--- config.mk ---
export PLATFORM = sky130hd
export DESIGN_NAME = short_shutoff_timer
export DESIGN_NICKNAME = d
export VERILOG_FILES = /design/src/rtl/short_timer_pkg.sv /design/src/rtl/adv_source.sv /design/src/rtl/chan_timer.sv /design/src/rtl/short_shutoff_timer.sv
export SDC_FILE = /design/constraint.sdc
export NUM_CORES = 1
export LEC_CHECK = 0
export BUFFER_PORTS_ARGS = -buffer_cell sky130_fd_sc_hd__buf_2
export CORE_AREA = 2 2 115 117
export CTS_BUF_LIST = sky130_fd_sc_hd__clkbuf_4 sky130_fd_sc_hd__clkbuf_8
export DETAILED_ROUTE_END_ITERATION = 12
export DIE_AREA = 0 0 117 119
export GPL_ROUTABILITY_DRIVEN = 0
export HOLD_SLACK_MARGIN = 0.05
export PLACE_DENSITY = 0.69
export SYNTH_ARGS = -nofsm -noshare
export SYNTH_HDL_FRONTEND = slang
export SYNTH_SLANG_ARGS = --single-unit
--- constraint.sdc ---
create_clock -name clk -period 2.1 [get_ports clk]
set_input_delay 0.105 -clock clk [delete_from_list [all_inputs] [get_ports clk]]
set_output_delay 0.105 -clock clk [all_outputs]
set_load 0.05 [all_outputs]
--- src/rtl/short_timer_pkg.sv ---
package short_timer_pkg;

    // Source that advances the shutoff timers
    typedef enum logic [1:0] {
        SRC_OSC     = 2'b00,
        SRC_TR_EDGE = 2'b01,
        SRC_EN_EDGE = 2'b10,
        SRC_OSC_ALT = 2'b11
    } adv_src_e;

    // Per-channel control bundle fed to each timer
    typedef struct packed {
        logic limit;    // current limit active
        logic wr_off;   // command write of "off" to this channel
        logic standby;  // standby clear
        logic adv;      // advance pulse
    } chan_ctl_t;

    // Terminal advance count derived from the two periods, floor of 2
    function automatic int unsigned term_ticks(input int unsigned tick_ns,
                                               input int unsigned delay_ns);
        int unsigned q;
        q = delay_ns / tick_ns;
        return (q < 2) ? 2 : q;
    endfunction

endpackage

--- src/rtl/adv_source.sv ---
module adv_source
    import short_timer_pkg::*;
(
    input  logic     clk,
    input  logic     rst,
    input  logic     osc_tick,
    input  logic     tr_pin,
    input  logic     en_pin,
    input  logic     standby,
    input  adv_src_e sel,
    output logic     adv
);

    logic tr_q;
    logic en_q;
    logic tr_rise;
    logic en_rise;
    logic raw_adv;

    always_ff @(posedge clk) begin
        if (rst) begin
            tr_q <= 1'b0;
            en_q <= 1'b0;
        end else begin
            tr_q <= tr_pin;
            en_q <= en_pin;
        end
    end

    assign tr_rise = tr_pin & ~tr_q;
    assign en_rise = en_pin & ~en_q;

    always_comb begin
        unique case (sel)
            SRC_TR_EDGE: raw_adv = tr_rise;
            SRC_EN_EDGE: raw_adv = en_rise;
            SRC_OSC,
            SRC_OSC_ALT: raw_adv = osc_tick;
            default:     raw_adv = osc_tick;
        endcase
    end

    // oscillator and test clocks are stopped in standby
    assign adv = raw_adv & ~standby;

    // no advance while in standby
    assert_no_adv_in_standby_R6: assert property (@(posedge clk) disable iff (rst)
        standby |-> !adv);

    // in tr-edge mode an advance needs tr_pin high
    assert_tr_mode_needs_pin_R7: assert property (@(posedge clk) disable iff (rst)
        (sel == SRC_TR_EDGE && adv) |-> tr_pin);

    // in en-edge mode an advance needs en_pin high
    assert_en_mode_needs_pin_R8: assert property (@(posedge clk) disable iff (rst)
        (sel == SRC_EN_EDGE && adv) |-> en_pin);

endmodule

--- src/rtl/chan_timer.sv ---
module chan_timer
    import short_timer_pkg::*;
#(
    parameter int unsigned TERM = 4000
) (
    input  logic      clk,
    input  logic      rst,
    input  chan_ctl_t ctl,
    output logic      trip_o,
    output logic      flag_o
);

    localparam int unsigned CNT_W = $clog2(TERM + 1);
    localparam logic [CNT_W-1:0] LAST = CNT_W'(TERM - 1);

    logic [CNT_W-1:0] cnt;
    logic             flag;
    logic             trip;

    always_ff @(posedge clk) begin
        if (rst) begin
            cnt  <= '0;
            flag <= 1'b0;
            trip <= 1'b0;
        end else begin
            trip <= 1'b0;
            if (ctl.standby) begin
                cnt  <= '0;
                flag <= 1'b0;
            end else if (ctl.wr_off) begin
                cnt  <= '0;
                flag <= 1'b0;
            end else if (flag) begin
                cnt  <= '0;
            end else if (!ctl.limit) begin
                cnt  <= '0;
            end else if (ctl.adv) begin
                if (cnt == LAST) begin
                    cnt  <= '0;
                    flag <= 1'b1;
                    trip <= 1'b1;
                end else begin
                    cnt <= cnt + 1'b1;
                end
            end
        end
    end

    assign trip_o = trip;
    assign flag_o = flag;

    // counter never passes the terminal value
    assert_no_overflow_R2: assert property (@(posedge clk) disable iff (rst)
        cnt < CNT_W'(TERM));

    // a dropped limit leaves a zero count
    assert_drop_clears_count_R3: assert property (@(posedge clk) disable iff (rst)
        !ctl.limit |=> (cnt == '0));

    // trip lasts a single cycle
    assert_trip_single_R4: assert property (@(posedge clk) disable iff (rst)
        trip |=> !trip);

    // flag only rises together with a trip
    assert_flag_rise_with_trip_R4: assert property (@(posedge clk) disable iff (rst)
        $rose(flag) |-> trip);

    // write-off leaves the flag and count clear
    assert_wr_off_clears_R5: assert property (@(posedge clk) disable iff (rst)
        ctl.wr_off |=> (!flag && !trip && cnt == '0));

    // the flag falls only after a write-off or standby
    assert_flag_fall_cause_R5: assert property (@(posedge clk) disable iff (rst)
        $fell(flag) |-> $past(ctl.wr_off || ctl.standby));

    // standby clears flag and count
    assert_standby_clears_R6: assert property (@(posedge clk) disable iff (rst)
        ctl.standby |=> (!flag && cnt == '0));

endmodule

--- src/rtl/short_shutoff_timer.sv ---
module short_shutoff_timer
    import short_timer_pkg::*;
#(
    parameter int unsigned NUM_CH         = 8,
    parameter int unsigned TICK_PERIOD_NS = 10_000,
    parameter int unsigned SHUTOFF_NS     = 40_000_000
) (
    input  logic              clk,
    input  logic              rst,
    input  logic              osc_tick,
    input  logic [NUM_CH-1:0] ilim,
    input  logic              latch_wr,
    input  logic [NUM_CH-1:0] wr_data,
    input  logic              standby,
    input  logic [1:0]        test_sel,
    input  logic              tr_pin,
    input  logic              en_pin,
    output logic [NUM_CH-1:0] trip,
    output logic [NUM_CH-1:0] short_flag
);

    // terminal count from the tick period and the shutoff delay
    localparam int unsigned TERM = term_ticks(TICK_PERIOD_NS, SHUTOFF_NS);

    logic     adv;
    adv_src_e sel;

    assign sel = adv_src_e'(test_sel);

    adv_source u_adv (
        .clk      (clk),
        .rst      (rst),
        .osc_tick (osc_tick),
        .tr_pin   (tr_pin),
        .en_pin   (en_pin),
        .standby  (standby),
        .sel      (sel),
        .adv      (adv)
    );

    // one independent timer per channel
    for (genvar ch = 0; ch < NUM_CH; ch++) begin : g_ch
        chan_ctl_t ctl;

        assign ctl.limit   = ilim[ch];
        assign ctl.wr_off  = latch_wr & wr_data[ch];
        assign ctl.standby = standby;
        assign ctl.adv     = adv;

        chan_timer #(
            .TERM (TERM)
        ) u_timer (
            .clk    (clk),
            .rst    (rst),
            .ctl    (ctl),
            .trip_o (trip[ch]),
            .flag_o (short_flag[ch])
        );
    end

    // outputs are clear in the cycle after reset
    assert_reset_clear_R1: assert property (@(posedge clk)
        rst |=> (trip == '0 && short_flag == '0));

    // every trip bit lands on a set flag
    assert_trip_implies_flag_R4: assert property (@(posedge clk) disable iff (rst)
        (trip & ~short_flag) == '0);

endmodule

# --- After elaboration in Yosys (flattened, before gate mapping) ---
# Index checks and enable logic that the tools add are counted.
word_totals:
  ram_bits: 0
  out_inout_bits: 16
  latch_bits: 0
  regBits: 114
  inputBits: 25
  mem_count: 0
  rom_bits: 0
  elab_cells: 134
op_classes:
  n_div: 0
  n_addsub: 8
  reduce_logical: 26
  n_mul: 0
  magnitude_cmp: 0
  n_shift: 0
  eq_ne: 11
  n_bitwise: 22
  muxes: 41
ops:
  columns: ["operator", "n"]
  rows:
  - ["adder 12 x 1 -> 12 bit, second input constant", 8]
  - ["== test 12 bit, second input constant", 8]
  - ["two-way mux 12 bit", 8]
  - ["OR reduction 5 bit", 8]
  - ["two-way mux 1 bit", 32]
  - ["OR reduction 4 bit", 8]
  - ["OR reduction 3 bit", 8]
  - ["bitwise AND 1 bit", 11]
  - ["NOT 1 bit", 11]
  - ["== test 2 bit, second input constant", 2]
  - ["case mux 1 bit (3 select lines)", 1]
  - ["== test 2 x 1 -> 1 bit, second input constant", 1]
  - ["zero test 2 bit", 1]
  - ["OR reduction 2 bit", 1]

# --- Longest topological paths before layout ---
# Gate-level depths: netlist (run 1).
depth:
  word_depth: 7
  ltp_mapped: 9
  ltp_nobuf: 6

# --- By module ---
# A second synthesis (run 1) with hierarchy kept.
unflattened:
  hier_cells: 572
  hier_area_um2: 5546.6
by_module_without_submodules:
  columns: ["mod", "seq_area_each_um2", "cells_per_inst", "area_per_inst_um2", "n_inst"]
  rows:
  - ["chan_timer", 280.3, 69, 670.6, 8]
  - ["adv_source", 40.0, 12, 131.4, 1]
  - ["short_shutoff_timer", 0.0, 8, 50.0, 1]

# --- Least setup slack after synthesis (run 1) ---
# OpenSTA, ideal clock, no wires.
synth_path:
  path_type: "input to register"
  from: "input port test_sel[0]"
  to: "register g_ch[2].u_timer.cnt[9]"
  required_ns: 1.963
  arrival_ns: 1.716
  setup_ns: 0.137
  setup_slack_ns: 0.248
  cell_stages: 9
  n_path_buf: 3
  cell_sequence: "inv_1 > ha_1 > a21oi_1 > a221o_1 > buf_6 > buf_6 > buf_2 > o41ai_1 > a21oi_1"
synth_via:
  elab_chain_len: 4
  elab_cells_between_ends: 7
  cone_classes: "3 x eq/ne; 1 x mux; 1 x bitwise; 2 x reduce/logical"
synth_lines:
  columns: ["item", "line", "rtl"]
  rows:
  - ["start, declared", "short_shutoff_timer.sv:15", "input logic [1:0] test_sel,"]
  - ["== test 2 bit / zero test 2 bit (equally long branches)", "adv_source.sv:34", "unique case (sel)"]
  - ["OR reduction 2 bit", "adv_source.sv:34", null]
  - ["case mux 1 bit (3 select lines) *", "adv_source.sv:34", null]
  - ["bitwise AND 1 bit *", "adv_source.sv:44", "assign adv = raw_adv & ~standby;"]
  - ["end signal, assigned", "chan_timer.sv:43", "cnt <= cnt + 1'b1;"]
  - ["end, declared", "chan_timer.sv:16", "logic [CNT_W-1:0] cnt;"]
# Every way passes the cells marked *; elsewhere a longest branch is shown, timed or not.
# A chain may end at the register's enable or synchronous reset.

# --- Worst setup path in the final report (run 1) ---
layout_path:
  from: "register u_adv.en_q"
  to: "register g_ch[6].u_timer.cnt[5]"
layout_via:
  elab_chain_len: 4
layout_lines:
  columns: ["item", "line", "rtl"]
  rows:
  - ["start, declared", "adv_source.sv:15", "logic en_q;"]
  - ["start signal, assigned", "adv_source.sv:26", "en_q <= en_pin;"]
  - ["NOT 1 bit", "adv_source.sv:31", "assign en_rise = en_pin & ~en_q;"]
  - ["bitwise AND 1 bit", "adv_source.sv:31", null]
  - ["case mux 1 bit (3 select lines)", "adv_source.sv:34", null]
  - ["bitwise AND 1 bit", "adv_source.sv:44", null]
  - ["end signal, assigned", "chan_timer.sv:43", null]
  - ["end, declared", "chan_timer.sv:16", null]
# Every way passes these cells.

==> summary.md, run 1 <==
| Metric | Value |
|---|---|
| Die Span X | around 120 µm |
| # setup viols final | 0 |
| Detailed-route via count | 5,420 |
| Post-synth ARST share | 0 |
| Max Root-Sink Buffers | 2 |
| Period utilization | 0.969 |
| FF+latch count, synth | 114 |
| TritonCTS clock tree | yes |
| CORE AREA | 12,900 µm² |
| IO Count | 41 |
| Avg Synthesized Cell Area | 8.42 µm² |
| DP HPWL | 8.77 mm |
| WS Path Type | flop to flop |
| Final min period | 2.04 ns |
| Antenna violations before repair | 0 |
| Via/cell ratio | 5.92 |
| Root buf cell | clkbuf_8 |
| Max Cap Viol | 0 |
| Gr usage total | 0.198 |
| Starting Density | 0.436 |
| Peak VDD IR | 0.323 mV |
| Design Area, Final | 6760 µm² |
| Required @ worst endpoint | 2.46 ns |
| Ys flop type | dfxtp_1 |
| Pwr dens | between 700 and 800 nW/µm² |
| First-pass GRT wire length | 22.4 mm |
| Remaining Overflow, GRT | 0 |
| Leak pwr | between 2 and 2.5 nW |
| IO Port Bufs | 40 |
| Syn Nets | 702 |
| Seq/Total Area, Yosys | 0.406 |
| Antenna viol nets, final | 0 |
| Maximum number of pins on one net before global-route repair | 71 |
| Number of buffers created by CTS | 17 |
| Fmax | 491 MHz |
| Max-slew violations | 0 |
| Netlist Area Pre-Place | ~5600 µm² |
| Final count of hold timing violations | 0 |
| Most frequent cells in the layout | 113 x dfxtp_1, 74 x a21oi_1, 50 x nand2_1, 40 x buf_2, 38 x or4_1 |
| Clock Sink Count | 114 |
| First-pass DRT Iterations | 5 |
| Ys Warns | 0 |
| Drt initial violations | 339 |
| Area grow syn2layout | 20.2% |
| Setup TNS | 0 ns |
| CP Max Fanout | 70 |
| CP bufs+invs | 1 |
| WHS | 0.0997 ns |
| Synth unique cells | 50 |
| Placed instance area | ~6000 µm² |
| Clk_lat worst skew | between 0.4 and 0.5 ns |
| Crit start category | flop |
| H-tree levels | 4 |
| Clock-pin slew on the worst setup and hold paths | ~0.070 ns |
| Die area | roughly 14,000 µm² |
| Slowest stage delay, CP | 0.54 ns |
| Post-synth EDFFs | 0 |
| Tightest Pin Transition | 0.559 ns |
| Crit-path leading delay family | simple AND/OR/NAND/NOR gates |
| Routed WL per cell | 15.3 µm |
| Nets | between 700 and 800 |
| Final Skew | 0.00784 ns |
| Hold Crit Class | input pin to flop |
| Post-Place Worst Slack | 0.0451 ns |
| Synthesized instance count | 667 |
| Crit end category | flop |
| Worst-path cell chain | nand3b_1, a221o_4, buf_12, or4_1, a21oi_1 |
| Slew Limit Headroom | 0.626 |
| Die Ht | 119 µm |
| Routed WL | around 14 mm |
| Outcome | finished clean |
| # diodes | 0 |
| Share of layout cells above drive strength 1 | 0.172 |
| Most common cell after layout, fill and taps aside | dfxtp_1 |
| DR DRC count | 0 |
| Final WS setup | 0.0649 ns |
| Crit path DAT | between 2 and 2.5 ns |
| Rows | 42 |
| Vias in the first global route | 5,129 |
| Critical-path top delay cell | or4_1 |
[report_power, final]
part	total [mW]	leakage (nW)	internal, mW	switching, mW
Clock	2.31	0.225	1.41	0.905
Combinational	0.309	0.932	0.129	0.181
Sequential	2.17	0.919	2.17	0.00339
Total	4.79	2.08	3.70	1.09
[kinds of logic (layout without fill, tap and decap cells)]
logic type	Yosys count	after routing	share of synthesized area
adder cells (fa/ha/maj)	10	10	0.0223
XOR/XNOR	8	8	0.0125
multiplexers	4	4	0.00713
AND/OR/NAND/NOR	274	274	0.283
buffers and inverters	68	140	0.0601
flip-flops	114	114	0.406
AO/OA/AOI/OAI	189	189	0.209
[per-layer routing]
layer  share of wire  global-route usage  vias to the layer above  wire (µm)
li1                -                   -                     2636          -
met1            0.44               0.231                     2595       6180
met2            0.49               0.328                      153       6830
met3           0.042              0.0550                       36        583
met4           0.026               0.102                        0        368
met5               0                   0                        -          0
[state kept, by name, summed over array words and instances, names as in the netlist]
register	cells
g_ch.u_timer.cnt	96
g_ch.u_timer.trip_o	8
g_ch.u_timer.flag_o	8
u_adv.tr_q	1
u_adv.en_q	1
[stage by stage]
stage               instances  power (mW)  utilization
floorplan                 667        2.37            -
finish                    915        4.79        0.525
global placement          860        2.46        0.467
CTS                       909        4.79        0.515
global route              915        4.95        0.525
detailed placement        860        2.47        0.467
[tightest hold or removal path, stage by stage]
cell	delay [ns]
buf_2	0.10
inv_1	0.06
nor3_1	0.05
o21ba_2	0.18
[worst paths after layout]
check,startpoint,end,slack (ns),cells past startpoint
setup / recovery,u_adv.en_q,g_ch[6].u_timer.cnt[5],0.06,5
hold / removal,ilim[2],g_ch[2].u_timer.flag_o,0.1,4
setup reg to reg,u_adv.en_q,g_ch[6].u_timer.cnt[5],0.06,5
hold reg to reg,g_ch[1].u_timer.cnt[11],g_ch[1].u_timer.cnt[11],0.47,2
[timing repair]
| action | in CTS | in global routing |
|---|---|---|
| setup buffers | 0 | 4 |
| hold endpoints to repair | 10 | 0 |
| resized for setup | 0 | 9 |
| hold buffers | 17 | 0 |
| setup endpoints to repair | 0 | 6 |
[area by class of cell]
| type | count | area, µm² |
|---|---|---|
| Sequential cell | 114 | 2280 |
| Fill cell | 1173 | 6120 |
| Clock buffer | 22 | 290 |
| Inverter | 25 | 93.8 |
| Multi-Input combinational cell | 485 | 3050 |
| Timing Repair Buffer | 83 | 663 |
| Tap cell | 176 | 220 |
| Clock inverter | 10 | 155 |
[cells in the mapped netlist, types with 3 or more instances]
cell type | n | area share
a211o_1 | 8 | 0.012
a211oi_1 | 6 | 0.0080
a21boi_0 | 4 | 0.0053
a21oi_1 | 74 | 0.066
a31o_2 | 4 | 0.0062
a31oi_1 | 7 | 0.0078
and2_1 | 4 | 0.0045
and3_1 | 5 | 0.0056
and4_1 | 3 | 0.0047
buf_2 | 6 | 0.0053
buf_4 | 16 | 0.021
clkbuf_1 | 19 | 0.013
dfxtp_1 | 114 | 0.41
ha_1 | 10 | 0.022
inv_1 | 25 | 0.017
mux2i_1 | 4 | 0.0071
nand2_1 | 50 | 0.033
nand2b_1 | 5 | 0.0056
nand3_1 | 28 | 0.025
nand3b_1 | 7 | 0.0094
nand4_1 | 29 | 0.032
nor2_1 | 23 | 0.015
nor3_1 | 13 | 0.012
nor3b_1 | 7 | 0.0094
nor4_1 | 7 | 0.0078
o21ai_0 | 36 | 0.032
o21ai_2 | 5 | 0.0078
o31ai_1 | 28 | 0.037
o41ai_1 | 6 | 0.0094
or2_2 | 6 | 0.0067
or3_1 | 33 | 0.037
or3b_1 | 5 | 0.0078
or3b_2 | 5 | 0.0078
or4_1 | 38 | 0.051
xnor2_1 | 8 | 0.012
Note: power is estimated with default switching activity, not from simulation.
==> run 2, diff against run 1 <==
--- a/config.mk
+++ b/config.mk
@@ -5,7 +5,7 @@
 export SDC_FILE = /design/constraint.sdc
 export NUM_CORES = 1
 export LEC_CHECK = 0
-export BUFFER_PORTS_ARGS = -buffer_cell sky130_fd_sc_hd__buf_2
+export BUFFER_PORTS_ARGS = -buffer_cell sky130_fd_sc_hd__clkbuf_2
 export CORE_AREA = 2 2 115 117
 export CTS_BUF_LIST = sky130_fd_sc_hd__clkbuf_4 sky130_fd_sc_hd__clkbuf_8
 export DETAILED_ROUTE_END_ITERATION = 12
==> run 2 against run 1 <==
Effect of this change:
- wire length decreased by 4.7%
- first-iteration DRC count shrank 14%
- sequential share of layout area increased by 0.22 points
- clock skew shrank 0.0016 ns
==> summary.md, run 2 (synthesis results as in run 1) <==
| Metric | Value |
|---|---|
| Post-CTS Setup Bufs | 0 (unchanged) |
| Combinational power share | 0.058 (was 0.065) |
| WS Path Type | flop to flop (unchanged) |
| Slew Limit Headroom | 0.718 (was 0.626) |
| Antenna viol nets, final | 0 (unchanged) |
| Hold Crit Class | input pin to flop (unchanged) |
| Routed WL per cell | 14.6 µm (was 15.3 µm) |
| Worst setup startpoint | u_adv.en_q (unchanged) |
| Max-slew violations | 0 (unchanged) |
| Outcome | finished clean (unchanged) |
| FF+latch area | 2280 µm² (about the same) |
| IO Count | 41 (unchanged) |
| Final WS setup | 0.114 ns (was 0.0649 ns) |
| Crit end category | flop (unchanged) |
| Number of buffers created by CTS | 17 (unchanged) |
| Area grow syn2layout | 19.4% (was 20.2%) |
| Via/cell ratio | 5.76 (was 5.92) |
| Die Ht | 119 µm (unchanged) |
| # diodes | 0 (unchanged) |
| Period utilization | 0.946 (was 0.969) |
| Number of flip-flops in the largest register | 96 (unchanged) |
| Gr usage total | 0.201 (was 0.198) |
| Crit start category | flop (unchanged) |
| Final count of hold timing violations | 0 (unchanged) |
| Clock Sink Count | 114 (unchanged) |
| Final Skew | 0.00624 ns (was 0.00784 ns) |
| Required @ worst endpoint | 2.47 ns (was 2.46 ns) |
| Most frequent cells in the layout | 114 x dfxtp_1, 74 x a21oi_1, 50 x nand2_1, 40 x clkbuf_2, 38 x or4_1 (was 113 x dfxtp_1, 74 x a21oi_1, 50 x nand2_1, 40 x buf_2, 38 x or4_1) |
| TritonCTS clock tree | yes (unchanged) |
| Detailed-route via count | 5,260 (was 5,420) |
| Placed Cells | 861 (was 860) |
| Pwr dens | 716 nW/µm² (was 709 nW/µm²) |
| Routed WL | 13.3 mm (was 14.0 mm) |
| Vias in the first global route | 5,061 (was 5,129) |
| Root buf cell | clkbuf_8 (unchanged) |
| Fmax | 503 MHz (was 491 MHz) |
| H-tree levels | 4 (unchanged) |
| Die Span X | 117 µm (unchanged) |
| Register share of total power | 0.452 (was 0.453) |
| Antenna violations before repair | 0 (unchanged) |
| Rows | 42 (unchanged) |
| Clock-pin slew on the worst setup and hold paths | 0.07 ns (about the same) |
| Remaining Overflow, GRT | 0 (unchanged) |
| Final non-filler cell total | 913 (was 915) |
| Clk_lat worst skew | 0.44 ns (about the same) |
| Setup TNS | 0 ns (unchanged) |
| Worst min-delay path startpoint | latch_wr (was ilim[2]) |
| Switch Pwr | 1.07 mW (was 1.09 mW) |
| Reg2reg start | u_adv.en_q (unchanged) |
| # setup viols final | 0 (unchanged) |
| Post-Place Worst Slack | 0.0145 ns (was 0.0451 ns) |
| Max Cap Viol | 0 (unchanged) |
| Tightest Pin Transition | 0.423 ns (was 0.559 ns) |
| First-pass DRT Iterations | 5 (unchanged) |
| P_int | 3.73 mW (was 3.70 mW) |
| Share of layout cells above drive strength 1 | 0.163 (was 0.172) |
| Peak VDD IR | 0.369 mV (was 0.323 mV) |
| First-pass GRT wire length | 22.5 mm (was 22.4 mm) |
| Leak pwr | 2.06 nW (was 2.08 nW) |
| CORE AREA | 12,900 µm² (unchanged) |
| RSZ-0062 raised after global routing | false |
| Multi-input logic area | 3050 µm² (about the same) |
| DR DRC count | 0 (unchanged) |
| Max Root-Sink Buffers | 2 (unchanged) |
| Clock Power Share | 0.490 (was 0.482) |
| Starting Density | 0.436 (unchanged) |
| Crit path DAT | 2.36 ns (was 2.40 ns) |
| Drt initial violations | 291 (was 339) |
| IO Port Bufs | 40 (unchanged) |
| Maximum number of pins on one net before global-route repair | 71 (unchanged) |
| Nets | 759 (was 761) |
| Most flops, register | g_ch.u_timer.cnt (unchanged) |
| DP HPWL | 8.95 mm (was 8.77 mm) |
| Die area | 13,900 µm² (unchanged) |
| CP Max Fanout | 24 (was 70) |
| Fraction of power spent switching nets | 0.222 (was 0.227) |
| Final min period | 1.99 ns (was 2.04 ns) |
| Filler cells | 1,193 (was 1,173) |
| Most common cell after layout, fill and taps aside | dfxtp_1 (unchanged) |
## run 2: repair_timing
| item | in CTS | in global routing |
|---|---|---|
| setup endpoints to repair | 0 | 5 |
| hold buffers | 20 | 0 |
| hold endpoints to repair | 10 | 0 |
| gates resized for setup | 0 | 6 |
## run 2: cell type report
type | instances | area share
Multi-Input combinational cell | 485 | 0.455
Sequential cell | 114 | 0.340
Timing Repair Buffer | 81 | 0.0893
Clock buffer | 23 | 0.0463
Tap cell | 176 | 0.0328
Clock inverter | 9 | 0.0224
Inverter | 25 | 0.0140
## run 2: final timing paths
kind                                   to  slack [ns]  depth (start not counted)
setup / recovery   g_ch[4].u_timer.cnt[5]        0.11                          5
hold / removal     g_ch[4].u_timer.flag_o        0.21                          3
setup reg to reg   g_ch[4].u_timer.cnt[5]        0.11                          5
hold reg to reg   g_ch[3].u_timer.cnt[11]        0.48                          2
## run 2: per-stage QoR
step / power (mW) / utilization / area (µm²) / hold WS [ns]
6_report: 4.80 / 0.521 / 6710 / 0.211
5_1_grt: 4.97 / 0.521 / 6710 / 0.221
4_1_cts: 4.85 / 0.518 / 6670 / 0.189
3_5_place_dp: 2.47 / 0.467 / 6010 / 0.353
3_3_place_gp: 2.47 / 0.467 / 6010 / 0.343
2_1_floorplan: 2.37 / - / 5620 / 0.233
## run 2: power by group through the flow
stage / Sequential, mW / Combinational [mW] / Clock (mW)
global route: 2.17 / 0.301 / 2.50
finish: 2.17 / 0.277 / 2.35
floorplan: 2.22 / 0.150 / 0
CTS: 2.17 / 0.275 / 2.41
detailed placement: 2.22 / 0.253 / 0
global placement: 2.22 / 0.248 / 0
## run 2: routing by layer
metal | vias to the layer above | wire length, µm | GRT usage
met1 | 2487 | 5960 | 0.249
met4 | 0 | 269 | 0.0824
li1 | 2639 | - | -
met2 | 108 | 6510 | 0.326
met5 | - | 0 | 0
met3 | 26 | 577 | 0.0560
## run 2: critical path, cell delays in order, from the launching register on
cell,delay (ns)
dfxtp_1,0.30
nand3b_1,0.22
a221o_4,0.47
buf_4,0.23
or4_1,0.52
a21oi_1,0.17
==> run 3, diff against run 2 <==
--- a/config.mk
+++ b/config.mk
@@ -12,7 +12,6 @@
 export DIE_AREA = 0 0 117 119
 export GPL_ROUTABILITY_DRIVEN = 0
 export HOLD_SLACK_MARGIN = 0.05
-export PLACE_DENSITY = 0.69
 export SYNTH_ARGS = -nofsm -noshare
 export SYNTH_HDL_FRONTEND = slang
 export SYNTH_SLANG_ARGS = --single-unit
==> constraint.sdc (replaced) <==
create_clock -name clk -period 1.93 [get_ports clk]
set_input_delay 0.0965 -clock clk [delete_from_list [all_inputs] [get_ports clk]]
set_output_delay 0.0965 -clock clk [all_outputs]
set_load 0.05 [all_outputs]
==> run 3 against run 2 <==
Effect of this change:
- critical path depth rose by 1
- maximum frequency rose by 3.7%
- sequential share of layout area fell by 1.1 points
- setup slack got worse by 0.10 ns
- die area did not move
- final cell count rose by 2.6%
- cell area rose by 3.3%
- via count rose by 2.1%
- combinational power rose by 34%
- global-route usage fell by 0.47 points
- largest power group is now sequential cells
==> summary.md, run 3 (synthesis results as in run 1) <==
| Metric | Value |
|---|---|
| First-pass DRT Iterations | 5 (unchanged) |
| Global Route met3 Usage | 0.0539 (was 0.0560) |
| WHS | 0.0730 ns (was 0.211 ns) |
| Antenna viol nets, final | 0 (unchanged) |
| Via/cell ratio | 5.73 (was 5.76) |
| Placed instance area | 6190 µm² (was 6010 µm²) |
| Detailed-route via count | 5,371 (was 5,260) |
| RSZ-0062 raised after global routing | true (was false) |
| Crit-path leading delay family | compound AO/OA/AOI/OAI gates (was simple AND/OR/NAND/NOR gates) |
| Remaining Overflow, GRT | 0 (unchanged) |
| Rows | 42 (unchanged) |
| Slew Limit Headroom | 0.618 (was 0.718) |
| Nets | 784 (was 759) |
| DR DRC count | 0 (unchanged) |
| Clock Sink Count | 114 (unchanged) |
| Post-Place Worst Slack | -0.0947 ns (was 0.0145 ns) |
| Clk_lat worst skew | 0.45 ns (was 0.44 ns) |
| Final min period | 1.92 ns (was 1.99 ns) |
| Hold-critical path depth | 2 (was 3) |
| Vias in the first global route | 4,850 (was 5,061) |
| Die area | 13,900 µm² (unchanged) |
| Die Span X | 117 µm (unchanged) |
| DP HPWL | 8.86 mm (was 8.95 mm) |
| Slowest stage delay, CP | 0.50 ns (was 0.52 ns) |
| Clock-pin slew on the worst setup and hold paths | 0.06 ns (was 0.07 ns) |
| # setup viols final | 0 (unchanged) |
| Final non-filler cell total | 937 (was 913) |
| Most flops, register | g_ch.u_timer.cnt (unchanged) |
| Pwr dens | 690 nW/µm² (was 716 nW/µm²) |
| Max-slew violations | 0 (unchanged) |
| Antenna violations before repair | 0 (unchanged) |
| Maximum number of pins on one net before global-route repair | 56 (was 71) |
| Number of flip-flops in the largest register | 96 (unchanged) |
| Most frequent cells in the layout | 114 x dfxtp_1, 58 x a21oi_1, 50 x nand2_1, 41 x buf_4, 40 x clkbuf_2 (was 114 x dfxtp_1, 74 x a21oi_1, 50 x nand2_1, 40 x clkbuf_2, 38 x or4_1) |
| IO Count | 41 (unchanged) |
| Crit path DAT | 2.28 ns (was 2.36 ns) |
| Tightest Pin Transition | 0.567 ns (was 0.423 ns) |
| # diodes | 0 (unchanged) |
| Starting Density | 0.436 (unchanged) |
| Area grow syn2layout | 23.3% (was 19.4%) |
| Outcome | finished clean (unchanged) |
| First-pass GRT wire length | 21.8 mm (was 22.5 mm) |
| Number of buffers created by CTS | 17 (unchanged) |
| Cells on worst reg2reg path | 6 (was 5) |
| Levels on crit path | 6 (was 5) |
| Gr usage total | 0.196 (was 0.201) |
| CP Max Fanout | 14 (was 24) |
| Routed WL | 13.5 mm (was 13.3 mm) |
| Drt initial violations | 304 (was 291) |
| Share of layout cells above drive strength 1 | 0.229 (was 0.163) |
| M1 GR Usage | 0.248 (was 0.249) |
| Critical-path top delay cell | a221o_4 (was or4_1) |
| Design Power | 4.78 mW (was 4.80 mW) |
| Leak pwr | 2.15 nW (was 2.06 nW) |
| Final WS setup | 0.0137 ns (was 0.114 ns) |
| Crit start category | flop (unchanged) |
| Fin util | 0.538 (was 0.521) |
| Max Root-Sink Buffers | 2 (unchanged) |
| GR peak layer | met2 (unchanged) |
| Peak VDD IR | 0.308 mV (was 0.369 mV) |
| Crit end category | flop (unchanged) |
| Period utilization | 0.993 (was 0.946) |
| IO Port Bufs | 40 (unchanged) |
| Routed WL per cell | 14.4 µm (was 14.6 µm) |
| Required @ worst endpoint | 2.30 ns (was 2.47 ns) |
| Die Ht | 119 µm (unchanged) |
| Final count of hold timing violations | 0 (unchanged) |
| Most common cell after layout, fill and taps aside | dfxtp_1 (unchanged) |
| Worst-path cell chain | nand3b_1, a221o_4, buf_4, clkbuf_16, or3_1, a21oi_2 (was nand3b_1, a221o_4, buf_4, or4_1, a21oi_1) |
| TritonCTS clock tree | yes (unchanged) |
| Root buf cell | clkbuf_8 (unchanged) |
| Hold Crit Class | input pin to flop (unchanged) |
| Fmax | 522 MHz (was 503 MHz) |
| Design Area, Final | 6930 µm² (was 6710 µm²) |
| H-tree levels | 4 (unchanged) |
| Final Skew | 0.0129 ns (was 0.00624 ns) |
| Placed Cells | 884 (was 861) |
| WS Path Type | flop to flop (unchanged) |
| Met2 usage | 0.315 (was 0.326) |
| Filler cells | 1,204 (was 1,193) |
| CORE AREA | 12,900 µm² (unchanged) |
| CP bufs+invs | 2 (was 1) |
| Setup TNS | 0 ns (unchanged) |
| Max Cap Viol | 0 (unchanged) |
## run 3: changes by cell type in the layout (fill, tap and decap cells not counted), sizes merged
cell         previous run  this run
buf                    21        47
bufinv                  4         0
clkbuf                 63        68
clkinv                  3         5
clkinvlp                2         0
dlygate4sd3            20        17
## run 3: area by class of cell
| type | count | area (µm²) | area share |
|---|---|---|---|
| Sequential cell | 114 | 2280 | 0.329 |
| Multi-Input combinational cell | 485 | 3140 | 0.454 |
| Timing Repair Buffer | 106 | 822 | 0.119 |
| Clock buffer | 26 | 339 | 0.0490 |
| Inverter | 25 | 93.8 | 0.0135 |
| Clock inverter | 5 | 25.0 | 0.00361 |
| Tap cell | 176 | 220 | 0.0318 |
## run 3: path summary, 6_finish.rpt
check                                            start                endpoint  slack (ns)
worst max register to register              u_adv.en_q  g_ch[0].u_timer.cnt[7]        0.01
worst min-delay path                               rst              u_adv.en_q        0.07
worst max-delay path                        u_adv.en_q  g_ch[0].u_timer.cnt[7]        0.01
worst min register to register  g_ch[1].u_timer.cnt[1]  g_ch[1].u_timer.cnt[1]        0.47
## run 3: worst register-to-register path, delay by kind of cell, from the launching register on
family | cells | cell delay, ns
AOI/OAI and AO/OA | 2 | 0.64
buffers and inverters | 2 | 0.35
DFF | 1 | 0.30
and+or+nand+nor | 2 | 0.55
## run 3: report_power, final
| group | internal, mW | switching, mW |
|---|---|---|
| Combinational | 0.165 | 0.205 |
| Clock | 1.12 | 0.933 |
| Sequential | 2.36 | 0.00302 |
| Total | 3.64 | 1.14 |
## run 3: per-layer routing
| metal | wire, µm | up-vias |
|---|---|---|
| li1 | - | 2684 |
| met1 | 6270 | 2551 |
| met2 | 6470 | 118 |
| met3 | 598 | 18 |
| met4 | 178 | 0 |
| met5 | 0 | - |
## run 3: what timing repair did
item | in CTS | in global routing
endpoints found under the setup margin | 0 | 11
buffers inserted | 0 | 2
hold buffers | 17 | 0
endpoints found under the hold margin | 10 | 0
resized for setup | 0 | 33
